### config.mk
export PLATFORM = sky130hd
export DESIGN_NAME = jab_lockout_timer
export DESIGN_NICKNAME = d
export VERILOG_FILES = /design/src/rtl/jab_pkg.sv /design/src/rtl/jab_run_counter.sv /design/src/rtl/jab_gap_timer.sv /design/src/rtl/jab_status.sv /design/src/rtl/jab_lockout_timer.sv
export SDC_FILE = /design/constraint.sdc
export NUM_CORES = 1
export LEC_CHECK = 0
export ABC_AREA = 1
export BUFFER_PORTS_ARGS = -buffer_cell sky130_fd_sc_hd__buf_2
export CORE_MARGIN = 3
export CORE_UTILIZATION = 50
export DETAILED_ROUTE_END_ITERATION = 10
export MAX_ROUTING_LAYER = met4
export PLACE_DENSITY = 0.67
export SETUP_SLACK_MARGIN = 0.02
export SYNTH_ARGS = -nofsm -noshare
export SYNTH_HDL_FRONTEND = slang
export SYNTH_SLANG_ARGS = --single-unit
### constraint.sdc
create_clock -name clk -period 2.15 [get_ports clk]
set_input_delay 0 -clock clk [delete_from_list [all_inputs] [get_ports clk]]
set_output_delay 0 -clock clk [all_outputs]
set_load 0.03 [all_outputs]
### src/rtl/jab_pkg.sv
package jab_pkg;

    typedef enum logic {
        PH_PASS  = 1'b0,
        PH_QUIET = 1'b1
    } phase_e;

    typedef struct packed {
        logic tick;
        logic req;
    } bit_in_t;

    function automatic int unsigned cnt_bits(input int unsigned max_val);
        return (max_val < 2) ? 1 : $clog2(max_val + 1);
    endfunction

endpackage

### src/rtl/jab_run_counter.sv
module jab_run_counter
    import jab_pkg::*;
#(
    parameter int unsigned LIMIT = 65536
) (
    input  logic    clk,
    input  logic    rst,
    input  bit_in_t bi,
    input  logic    locked,
    output logic    expire
);
    localparam int unsigned CW = cnt_bits(LIMIT);
    localparam logic [CW-1:0] LIM_V = CW'(LIMIT);

    logic [CW-1:0] run_cnt;

    assign expire = bi.req && !locked && bi.tick && (run_cnt == LIM_V);

    always_ff @(posedge clk) begin
        if (rst || !bi.req || locked) begin
            run_cnt <= '0;
        end else if (bi.tick) begin
            run_cnt <= (run_cnt == LIM_V) ? '0 : run_cnt + 1'b1;
        end
    end

    AST_RUN_BOUND: assert property (@(posedge clk) disable iff (rst)
        run_cnt <= LIM_V);

    AST_DROP_CLEARS: assert property (@(posedge clk) disable iff (rst)
        !bi.req |=> run_cnt == '0);

    AST_NO_TICK_HOLD: assert property (@(posedge clk) disable iff (rst)
        (!bi.tick && bi.req && !locked) |=> $stable(run_cnt));
endmodule

### src/rtl/jab_gap_timer.sv
module jab_gap_timer
    import jab_pkg::*;
#(
    parameter int unsigned GAP = 96
) (
    input  logic clk,
    input  logic rst,
    input  logic tick,
    input  logic start,
    output logic locked
);
    localparam int unsigned GW = cnt_bits(GAP - 1);
    localparam logic [GW-1:0] GAP_LAST = GW'(GAP - 1);

    phase_e        phase;
    logic [GW-1:0] gap_cnt;

    assign locked = (phase == PH_QUIET);

    always_ff @(posedge clk) begin
        if (rst) begin
            phase   <= PH_PASS;
            gap_cnt <= '0;
        end else if (phase == PH_PASS) begin
            if (start) begin
                phase   <= PH_QUIET;
                gap_cnt <= '0;
            end
        end else if (tick) begin
            if (gap_cnt == GAP_LAST) begin
                phase   <= PH_PASS;
                gap_cnt <= '0;
            end else begin
                gap_cnt <= gap_cnt + 1'b1;
            end
        end
    end

    AST_GAP_BOUND: assert property (@(posedge clk) disable iff (rst)
        gap_cnt <= GAP_LAST);

    AST_QUIET_HOLD: assert property (@(posedge clk) disable iff (rst)
        (locked && !tick) |=> (locked && $stable(gap_cnt)));
endmodule

### src/rtl/jab_status.sv
module jab_status (
    input  logic clk,
    input  logic rst,
    input  logic set_ev,
    input  logic clr,
    output logic flag
);
    always_ff @(posedge clk) begin
        if (rst)         flag <= 1'b0;
        else if (set_ev) flag <= 1'b1;
        else if (clr)    flag <= 1'b0;
    end

    AST_FLAG_STICKY: assert property (@(posedge clk) disable iff (rst)
        (flag && !clr) |=> flag);

    AST_CLR_WORKS: assert property (@(posedge clk) disable iff (rst)
        (clr && !set_ev) |=> !flag);
endmodule

### src/rtl/jab_lockout_timer.sv
module jab_lockout_timer
    import jab_pkg::*;
#(
    parameter int unsigned LIMIT = 65536,
    parameter int unsigned GAP   = 96
) (
    input  logic clk,
    input  logic rst,
    input  logic bit_tick,
    input  logic tx_req,
    input  logic stat_clr,
    output logic tx_gated,
    output logic jab_flag
);
    bit_in_t bi;
    logic    locked;
    logic    expire;

    assign bi.tick = bit_tick;
    assign bi.req  = tx_req;

    jab_run_counter #(.LIMIT(LIMIT)) u_run (
        .clk    (clk),
        .rst    (rst),
        .bi     (bi),
        .locked (locked),
        .expire (expire)
    );

    jab_gap_timer #(.GAP(GAP)) u_gap (
        .clk    (clk),
        .rst    (rst),
        .tick   (bit_tick),
        .start  (expire),
        .locked (locked)
    );

    jab_status u_stat (
        .clk    (clk),
        .rst    (rst),
        .set_ev (expire),
        .clr    (stat_clr),
        .flag   (jab_flag)
    );

    assign tx_gated = tx_req && !locked;

    AST_LOCK_ENTRY: assert property (@(posedge clk) disable iff (rst)
        expire |=> !tx_gated);

    AST_FLAG_ON_ENTRY: assert property (@(posedge clk) disable iff (rst)
        expire |=> jab_flag);
endmodule

# Word level (Yosys, flattened, before mapping)
# Index checks and enable logic that the tools add are counted.
dict set report totals {
  register_bits 26
  inputBits 5
  output_inout_bits 2
  wordCells 30
}
dict set report op_classes {
  add_sub_neg 2
  n_eq_ne 3
  n_mux 11
  n_reduce_logical 10
}
# operator count
set ops {}
lappend ops {{2-to-1 mux 7 bit} 4}
lappend ops {{adder 17 x 1 -> 17 bit (second input constant)} 1}
lappend ops {{equality test 17 bit (second input constant)} 1}
lappend ops {{2-to-1 mux 17 bit} 1}
lappend ops {{adder 7 x 1 -> 7 bit (second input constant)} 1}
lappend ops {{equality test 7 bit (second input constant)} 1}
lappend ops {{2-to-1 mux 1 bit} 6}
lappend ops {{nonzero test 2 bit} 2}
lappend ops {{logical AND 1 bit} 3}
lappend ops {{logical NOT 1 bit} 2}
lappend ops {{logical OR 1 bit} 2}
lappend ops {{inequality test 2 bit (second input constant)} 1}
lappend ops {{AND reduction 2 bit} 1}

# Longest topological paths before layout
# Gate-level depths: netlist of the first run.
dict set report depth {
  ltp_word 6
  mapped_depth 8
  mapped_depth_nobuf 8
}

# Hierarchy
# Synthesis of the first run repeated with hierarchy kept, for this count alone.
dict set report unflattened {
  hier_cells 200
  area_unflattened_um2 1378.8
}
# mod instances cells_per_inst area_each_um2 seq_area_each_um2
set by_module_without_submodules {}
lappend by_module_without_submodules {jab_run_counter 1 135 907.1 340.3}
lappend by_module_without_submodules {jab_gap_timer 1 58 421.7 160.2}
lappend by_module_without_submodules {jab_status 1 5 40.0 20.0}
lappend by_module_without_submodules {jab_lockout_timer 1 2 10.0 0.0}

# Worst setup path before layout of the first run
# OpenSTA, ideal clock, no wires.
dict set report synth_timing {
  kind {register to register}
  from {register u_run.run_cnt[0]}
  to {register u_gap.gap_cnt[5]}
  setup_time_ns 0.064
  arrival_ns 1.281
  required_ns 2.086
  setup_slack_ns 0.806
  stages_incl_launch_ff 8
  n_path_buf 0
  path_cell_list {dfxtp_1 inv_1 ha_1 and3_2 nand4_4 nand2_4 and2_2 nor2_1}
}
dict set report synth_between {
  elab_chain_len 4
}
# item line_no
set synth_lines {}
lappend synth_lines {{start, declared} jab_run_counter.sv:15} ;# logic [CW-1:0] run_cnt;
lappend synth_lines {{start signal, assigned} jab_run_counter.sv:23} ;# run_cnt <= (run_cnt == LIM_V) ? '0 : run_cnt + 1'b1;
lappend synth_lines {{equality test 17 bit} jab_run_counter.sv:17} ;# assign expire = bi.req && !locked && bi.tick && (run_cnt == LIM_V);
lappend synth_lines {{logical AND 1 bit} jab_run_counter.sv:17}
lappend synth_lines {{nonzero test 2 bit (no source line)} --}
lappend synth_lines {{AND reduction 2 bit (no source line)} --}
lappend synth_lines {{end signal, assigned} jab_gap_timer.sv:34} ;# gap_cnt <= gap_cnt + 1'b1;
lappend synth_lines {{end, declared} jab_gap_timer.sv:16} ;# logic [GW-1:0] gap_cnt;
# Every way passes these cells.
# A chain may end at the register's enable or synchronous reset.

# Worst setup path in the final report of the first run
dict set report layout_timing {
  from {register u_run.run_cnt[0]}
  to {register u_run.run_cnt[6]}
}
dict set report layout_between {
  elab_chain_len 2
  elab_cells_between_ends 3
  classes_between {1 x add/sub; 1 x eq/ne; 1 x mux}
}
# item line_no
set layout_lines {}
lappend layout_lines {{adder 17 x 1 -> 17 bit / equality test 17 bit (equally long branches)} jab_run_counter.sv:23}
lappend layout_lines {{2-to-1 mux 17 bit *} jab_run_counter.sv:23}
# Every way passes the cells marked *; elsewhere a longest branch is shown, timed or not.

==> results of run 1 <==
cells in the final DEF (no fill, tap or decap), drive strengths merged, types with 5 or more instances in the layout:
cell	n
o21ai	5
nor3	7
buf	6
nand2	49
nor2	31
a21oi	18
dfxtp	26
inv	28
nand4	6
nand3	16
worst min-delay path: cells and delay by family:
family | cells | cell delay (ns)
simple gates | 1 | 0.09
compound gates | 1 | 0.06
buf+inv | 1 | 0.19
power breakdown:
group	total, mW	internal (mW)	leakage [nW]	switching (mW)
Combinational	0.0419	0.0139	0.385	0.0280
Clock	0.209	0.0657	0.0138	0.143
Sequential	0.485	0.483	0.210	0.00144
final timing paths:
check,startpoint,to,slack (ns),depth (start not counted)
hold reg to reg,u_stat.flag$_SDFFE_PP0P_,u_stat.flag$_SDFFE_PP0P_,0.49,2
setup reg to reg,u_run.run_cnt[0]$_SDFFE_PP0P_,u_run.run_cnt[6]$_SDFFE_PP0P_,0.59,8
setup / recovery,u_run.run_cnt[0]$_SDFFE_PP0P_,u_run.run_cnt[6]$_SDFFE_PP0P_,0.59,8
hold / removal,bit_tick,u_run.run_cnt[11]$_SDFFE_PP0P_,0.05,3
kinds of logic (layout without fill, tap and decap cells):
| logic type | count (synthesis) | count (layout) | share of synthesized area |
|---|---|---|---|
| xor+xnor | 3 | 3 | 0.0184 |
| fa+ha+maj | 3 | 3 | 0.0263 |
| buf+inv | 29 | 39 | 0.0771 |
| compound gates | 31 | 31 | 0.122 |
| flops | 26 | 26 | 0.365 |
| simple gates | 115 | 115 | 0.392 |
per-layer routing:
metal	track usage	share of wire
met5	-	0
met3	0.0283	0.043
met1	0.283	0.52
met4	0.0874	0.017
met2	0.293	0.42
layout make-up:
type | instances | area (sq um)
clock buffers | 3 | 22.5
fillers | 232 | 1060
repair buffers | 8 | 50.0
multi-input cells | 152 | 797
well taps | 30 | 37.5
flip-flops and latches | 26 | 520
inverters | 28 | 105
sequential cells by signal, indices dropped and copies added (netlist names):
name           flops
u_stat.flag        1
u_run.run_cnt     17
u_gap.locked       1
u_gap.gap_cnt      7
repair_timing:
item,4_1_cts,5_1_grt
hold buffers,2,0
setup endpoints to repair,0,0
hold endpoints to repair,6,0
==> results.cfg, run 1 <==
[status]
status = completed

[job]
max-cap-violations = 0

[yosys]
yosysMostFrequentCell = nand2_1
synthFlopType = dfxtp_1
synth_cell_type_count = 30
seq_area_frac_synth = 0.365
synth_area_sq_um = 1430
async_flop_share = 0
synth_cells = 207
synth-edff-count = 0
syn_nets = 215
synth_commonest_cells = nand2_1 (47), dfxtp_1 (26), inv_1 (26), nor2_1 (26), a21oi_1 (18)
synth_seq_cells = 26
synth_top_area_share = 0.365
synth.area.top_cells = dfxtp_1 (36%), nand2_1 (12%), inv_1 (6.8%), nor2_1 (6.8%), a21oi_1 (6.3%)
yosys.area.top_type = dfxtp_1
syn_avg_cell_area_sq_um = 6.90
yosysWarnings = 0

[placed_design]
dp_hpwl_mm = 2.28
placed_cells = 242
io_buffers = 6
dp_slack_ns = 0.652
gp_congestion = 0.890
placed_cell_area_sq_um = 1490

[die]
chipHeight_microns = 59.4
ios = 7
die_x_microns = 59.4
rows = 18
start_util = 0.551
dieArea_sq_um = 3530
core-area_sq_um = 2590

[power_and_ir_drop]
p_total_mw = 0.736
power_density_nw_per_um2 = 480
max-vdd-ir-drop_mv = 0.325
power_leakage_nw = 0.608

[sta]
finClkSkew_ns = 0.00326
drv_slew = 0
finalHoldViolations = 0
slew_headroom = 0.772
fin_crit_ns = 1.56
finalCritPeriodShare = 0.726
rsz0062_at_grt = false
tightest_slew_ns = 0.342
final-setup-viol-count = 0
setup_tns_ns = 0
finalWorstSetupSlack_ns = 0.590
fmax_ghz = 0.641
hold_ws_ns = 0.0476

[clocking]
cts-resized-gates = 0
clk_path_buf_depth = 2
cts_num_sinks = 26
cts_max_level = 1
cts_tree = done
cts_setup_buffers = 0
cts_inserted_buffers = 3
cts-root-buf = clkbuf_4
clk_latency_ns = 0.32
path_clk_slew_ns = 0.14

[final_layout]
final_area_sq_um = 1530
final_nets = 227
drive_gt1_frac = 0.101
final_cells = 247
antenna_cells = 0
syn_to_final_growth_pct = 7.36
post-route-util = 0.592

[setup_path]
worstPathArrival_ns = 1.82
crit_buf_inv = 2
cp_max_fo = 8
crit_chain = inv_1 > ha_1 > and3_2 > nand3_2 > nand2_4 > inv_2 > o21ai_0 > a21oi_1
criticalPathCategory = reg -> reg
start_kind = flop
crit_path_top_delay_cell = dfxtp_1
worst_setup_path_end_kind = flop
slowest_delay_ns = 0.40
cp_data_required_time_ns = 2.41
cp_top_family = simple AND/OR/NAND/NOR gates

[global_routing]
grt_max_degree = 15
grt_pass1_wl_mm = 5.42
grt_usage = 0.204
antenna_found_initial = 0
grt_pass1_vias = 1238
grt_overflow = 0

[routing]
drtIter0Drc = 76
firstDrtPassIters = 4
viasPerCell = 5.40
drt_wl_total_mm = 3.05
dr_total_vias = 1335
drc = 0
post_drt_wl_per_cell_microns = 12.3
ant_nets = 0

[hold_path]
min_path_type = in -> reg
(Power assumes the default switching activity.)
==> inputs of run 2 (changes only) <==
--- a/config.mk
+++ b/config.mk
@@ -5,7 +5,7 @@
 export SDC_FILE = /design/constraint.sdc
 export NUM_CORES = 1
 export LEC_CHECK = 0
-export ABC_AREA = 1
+export ABC_AREA = 0
 export BUFFER_PORTS_ARGS = -buffer_cell sky130_fd_sc_hd__buf_2
 export CORE_MARGIN = 3
 export CORE_UTILIZATION = 50
==> constraint.sdc (replaced) <==
create_clock -name clk -period 1.5 [get_ports clk]
set_input_delay 0 -clock clk [delete_from_list [all_inputs] [get_ports clk]]
set_output_delay 0 -clock clk [all_outputs]
set_load 0.03 [all_outputs]
==> run 2 against run 1 <==
Against the previous run:
- the flow now finishes with violations (setup timing)
- die area shrank 10%
- count of clock-buffer cells in the layout grew 1
- worst setup slack lost 0.72 ns
- core utilization grew 13 points
- hold slack gained 0.080 ns
- clock skew grew 0.0044 ns
- critical path type unchanged
==> results.cfg, run 2 <==
[yosys]
syn_nets = 155
seq_area_frac_synth = 0.410
synth.area.top_cells = dfxtp_1 (41%), xnor2_1 (8.3%), nor2_1 (5.9%), nand4_1 (4.4%), nor4_1 (3.9%)
syn_avg_cell_area_sq_um = 8.64
synth_cells = 147
synth-edff-count = 0
yosys.area.top_type = dfxtp_1
synthFlopType = dfxtp_1
synth_area_sq_um = 1270
yosysMostFrequentCell = dfxtp_1
synth_commonest_cells = dfxtp_1 (26), nor2_1 (20), xnor2_1 (12)
synth_cell_type_count = 33
synth_top_area_share = 0.410
yosysWarnings = 0
async_flop_share = 0
synth_seq_cells = 26

[final_layout]
fill_cells = 205
final_common_cell = buf_4
final_area_sq_um = 1680
largest_reg_flops = 17
drive_gt1_frac = 0.349
reg_top3 = u_run.run_cnt x17, u_gap.gap_cnt x7
regMostFlops = u_run.run_cnt
final_nets = 195
syn_to_final_growth_pct = 32.3
final_cell_mix = buf_4 (28), dfxtp_1 (23), nor2_1 (15)
antenna_cells = 0

[routing]
dr_total_vias = 1176
ant_nets = 0
firstDrtPassIters = 5
post_drt_wl_per_cell_microns = 13.1
drc = 0
drtIter0Drc = 67
viasPerCell = 5.50
drt_wl_total_mm = 2.81

[sta]
slew_headroom = 0.704
final-setup-viol-count = 24
finalCritPeriodShare = 1.09
finalWorstSetupSlack_ns = -0.130
hold_ws_ns = 0.128
tightest_slew_ns = 0.443
finalHoldViolations = 0
drv_slew = 0
finClkSkew_ns = 0.00767
setup_tns_ns = -2.21
rsz0062_at_grt = true
fin_crit_ns = 1.63
fmax_ghz = 0.613

[global_routing]
grtUsageMet3 = 0.0253
grt_util_met1 = 0.229
grt_usage = 0.197
grt_overflow = 0
grt_max_degree = 15
antenna_found_initial = 0
grt_pass1_wl_mm = 5.00
grt_pass1_vias = 1175
busiest_layer = met2
use_met2 = 0.351

[clocking]
path_clk_slew_ns = 0.15
cts-root-buf = clkbuf_4
cts_num_sinks = 26
clk_latency_ns = 0.32
clk_path_buf_depth = 2
cts_tree = done
cts_inserted_buffers = 3
cts_setup_buffers = 0
cts_max_level = 1

[placed_design]
placed_cell_area_sq_um = 1560
gp_congestion = 0.883
dp_hpwl_mm = 2.09
io_buffers = 6

[die]
die_x_microns = 56.4
rows = 17
dieArea_sq_um = 3180
chipHeight_microns = 56.4
core-area_sq_um = 2320
ios = 7
start_util = 0.548

[power_and_ir_drop]
power.internal_mw = 0.876
combPwrFrac = 0.070
power.switching_mw = 0.252
swShare = 0.224
pwr-share-seq = 0.615
power_density_nw_per_um2 = 672
max-vdd-ir-drop_mv = 0.538
power.share.clock = 0.315
power_leakage_nw = 0.598

[job]
max-cap-violations = 0

[setup_path]
cp_max_fo = 8
worst_setup_path_end_kind = flop
start_kind = flop
cp_top_family = simple AND/OR/NAND/NOR gates
worstPathArrival_ns = 1.85
crit_buf_inv = 2
criticalPathCategory = reg -> reg
slowest_delay_ns = 0.35
crit_chain = inv_2 > ha_4 > nor4b_4 > nand4_1 > o31ai_4 > buf_6 > nor2_1
cp_data_required_time_ns = 1.72
crit_path_top_delay_cell = dfxtp_1

[status]
violations = setup timing
status = finished with violations

[hold_path]
min_path_type = in -> reg
run 2: cell count changes after synthesis, moves of 4 or more:
cell,before,now
nand4_1,5,9
xnor2_1,0,12
nor4_1,0,8
inv_1,26,10
o21ai_1,1,5
nand2_1,47,5
nand3_1,15,5
a21oi_1,18,3
nor2_1,26,20
run 2: per-layer routing:
| layer | share of wire | vias up |
|---|---|---|
| li1 | - | 604 |
| met1 | 0.44 | 544 |
| met2 | 0.52 | 20 |
| met3 | 0.023 | 8 |
| met4 | 0.020 | 0 |
| met5 | 0 | - |
run 2: tightest hold or removal path: stages:
cell,delay (ns)
buf_2,0.08
buf_4,0.18
xnor2_1,0.13
nor2_1,0.04
run 2: cell type report:
type / count / area, sq um / area share
multi-input cells: 106 / 757 / 0.450
flip-flops and latches: 26 / 524 / 0.312
repair buffers: 38 / 283 / 0.168
inverters: 12 / 45.0 / 0.0268
clock buffers: 4 / 36.3 / 0.0216
well taps: 28 / 35.0 / 0.0208
run 2: worst paths after layout:
check	start	end	slack (ns)	cells past startpoint
worst max-delay path	u_run.run_cnt[1]$_SDFFE_PP0P_	u_run.run_cnt[7]$_SDFFE_PP0P_	-0.13	7
worst min-delay path	bit_tick	u_run.run_cnt[0]$_SDFFE_PP0P_	0.13	4
worst max register to register	u_run.run_cnt[1]$_SDFFE_PP0P_	u_run.run_cnt[7]$_SDFFE_PP0P_	-0.13	7
worst min register to register	u_stat.flag$_SDFFE_PP0P_	u_stat.flag$_SDFFE_PP0P_	0.50	2
run 2: cells by family (layout without fill, tap and decap cells):
| group | count (synthesis) | count (layout) | synth area share |
|---|---|---|---|
| AO/OA/AOI/OAI | 17 | 17 | 0.0946 |
| XOR/XNOR | 16 | 16 | 0.110 |
| adder cells (fa/ha/maj) | 3 | 3 | 0.0296 |
| buffers and inverters | 15 | 54 | 0.0503 |
| flip-flops | 26 | 26 | 0.410 |
| multiplexers | 2 | 2 | 0.0158 |
| AND/OR/NAND/NOR | 68 | 68 | 0.290 |
run 2: per-stage QoR:
| step | setup slack [ns] | power, mW | utilization | cells |
|---|---|---|---|---|
| 2_1_floorplan | -0.0641 | 0.747 | - | 147 |
| 3_3_place_gp | -0.108 | 0.770 | 0.671 | 208 |
| 3_5_place_dp | -0.216 | 0.773 | 0.671 | 208 |
| 4_1_cts | -0.116 | 1.14 | 0.710 | 214 |
| 5_1_grt | -0.230 | 1.19 | 0.725 | 214 |
| 6_report | -0.130 | 1.13 | 0.725 | 214 |
run 2: repair_timing:
action | CTS | global route
setup endpoints to repair | 26 | 26
hold endpoints to repair | 2 | 0
hold buffers | 2 | 0
gates resized for setup | 10 | 11
pin swaps | 10 | 6
cloned | 0 | 0
run 2: power by group through the flow:
stage,clock network (mW),logic [mW],registers (mW)
6_report,0.356,0.0786,0.694
3_5_place_dp,0,0.0640,0.709
3_3_place_gp,0,0.0613,0.709
5_1_grt,0.405,0.0857,0.695
2_1_floorplan,0,0.0366,0.710
4_1_cts,0.369,0.0753,0.695
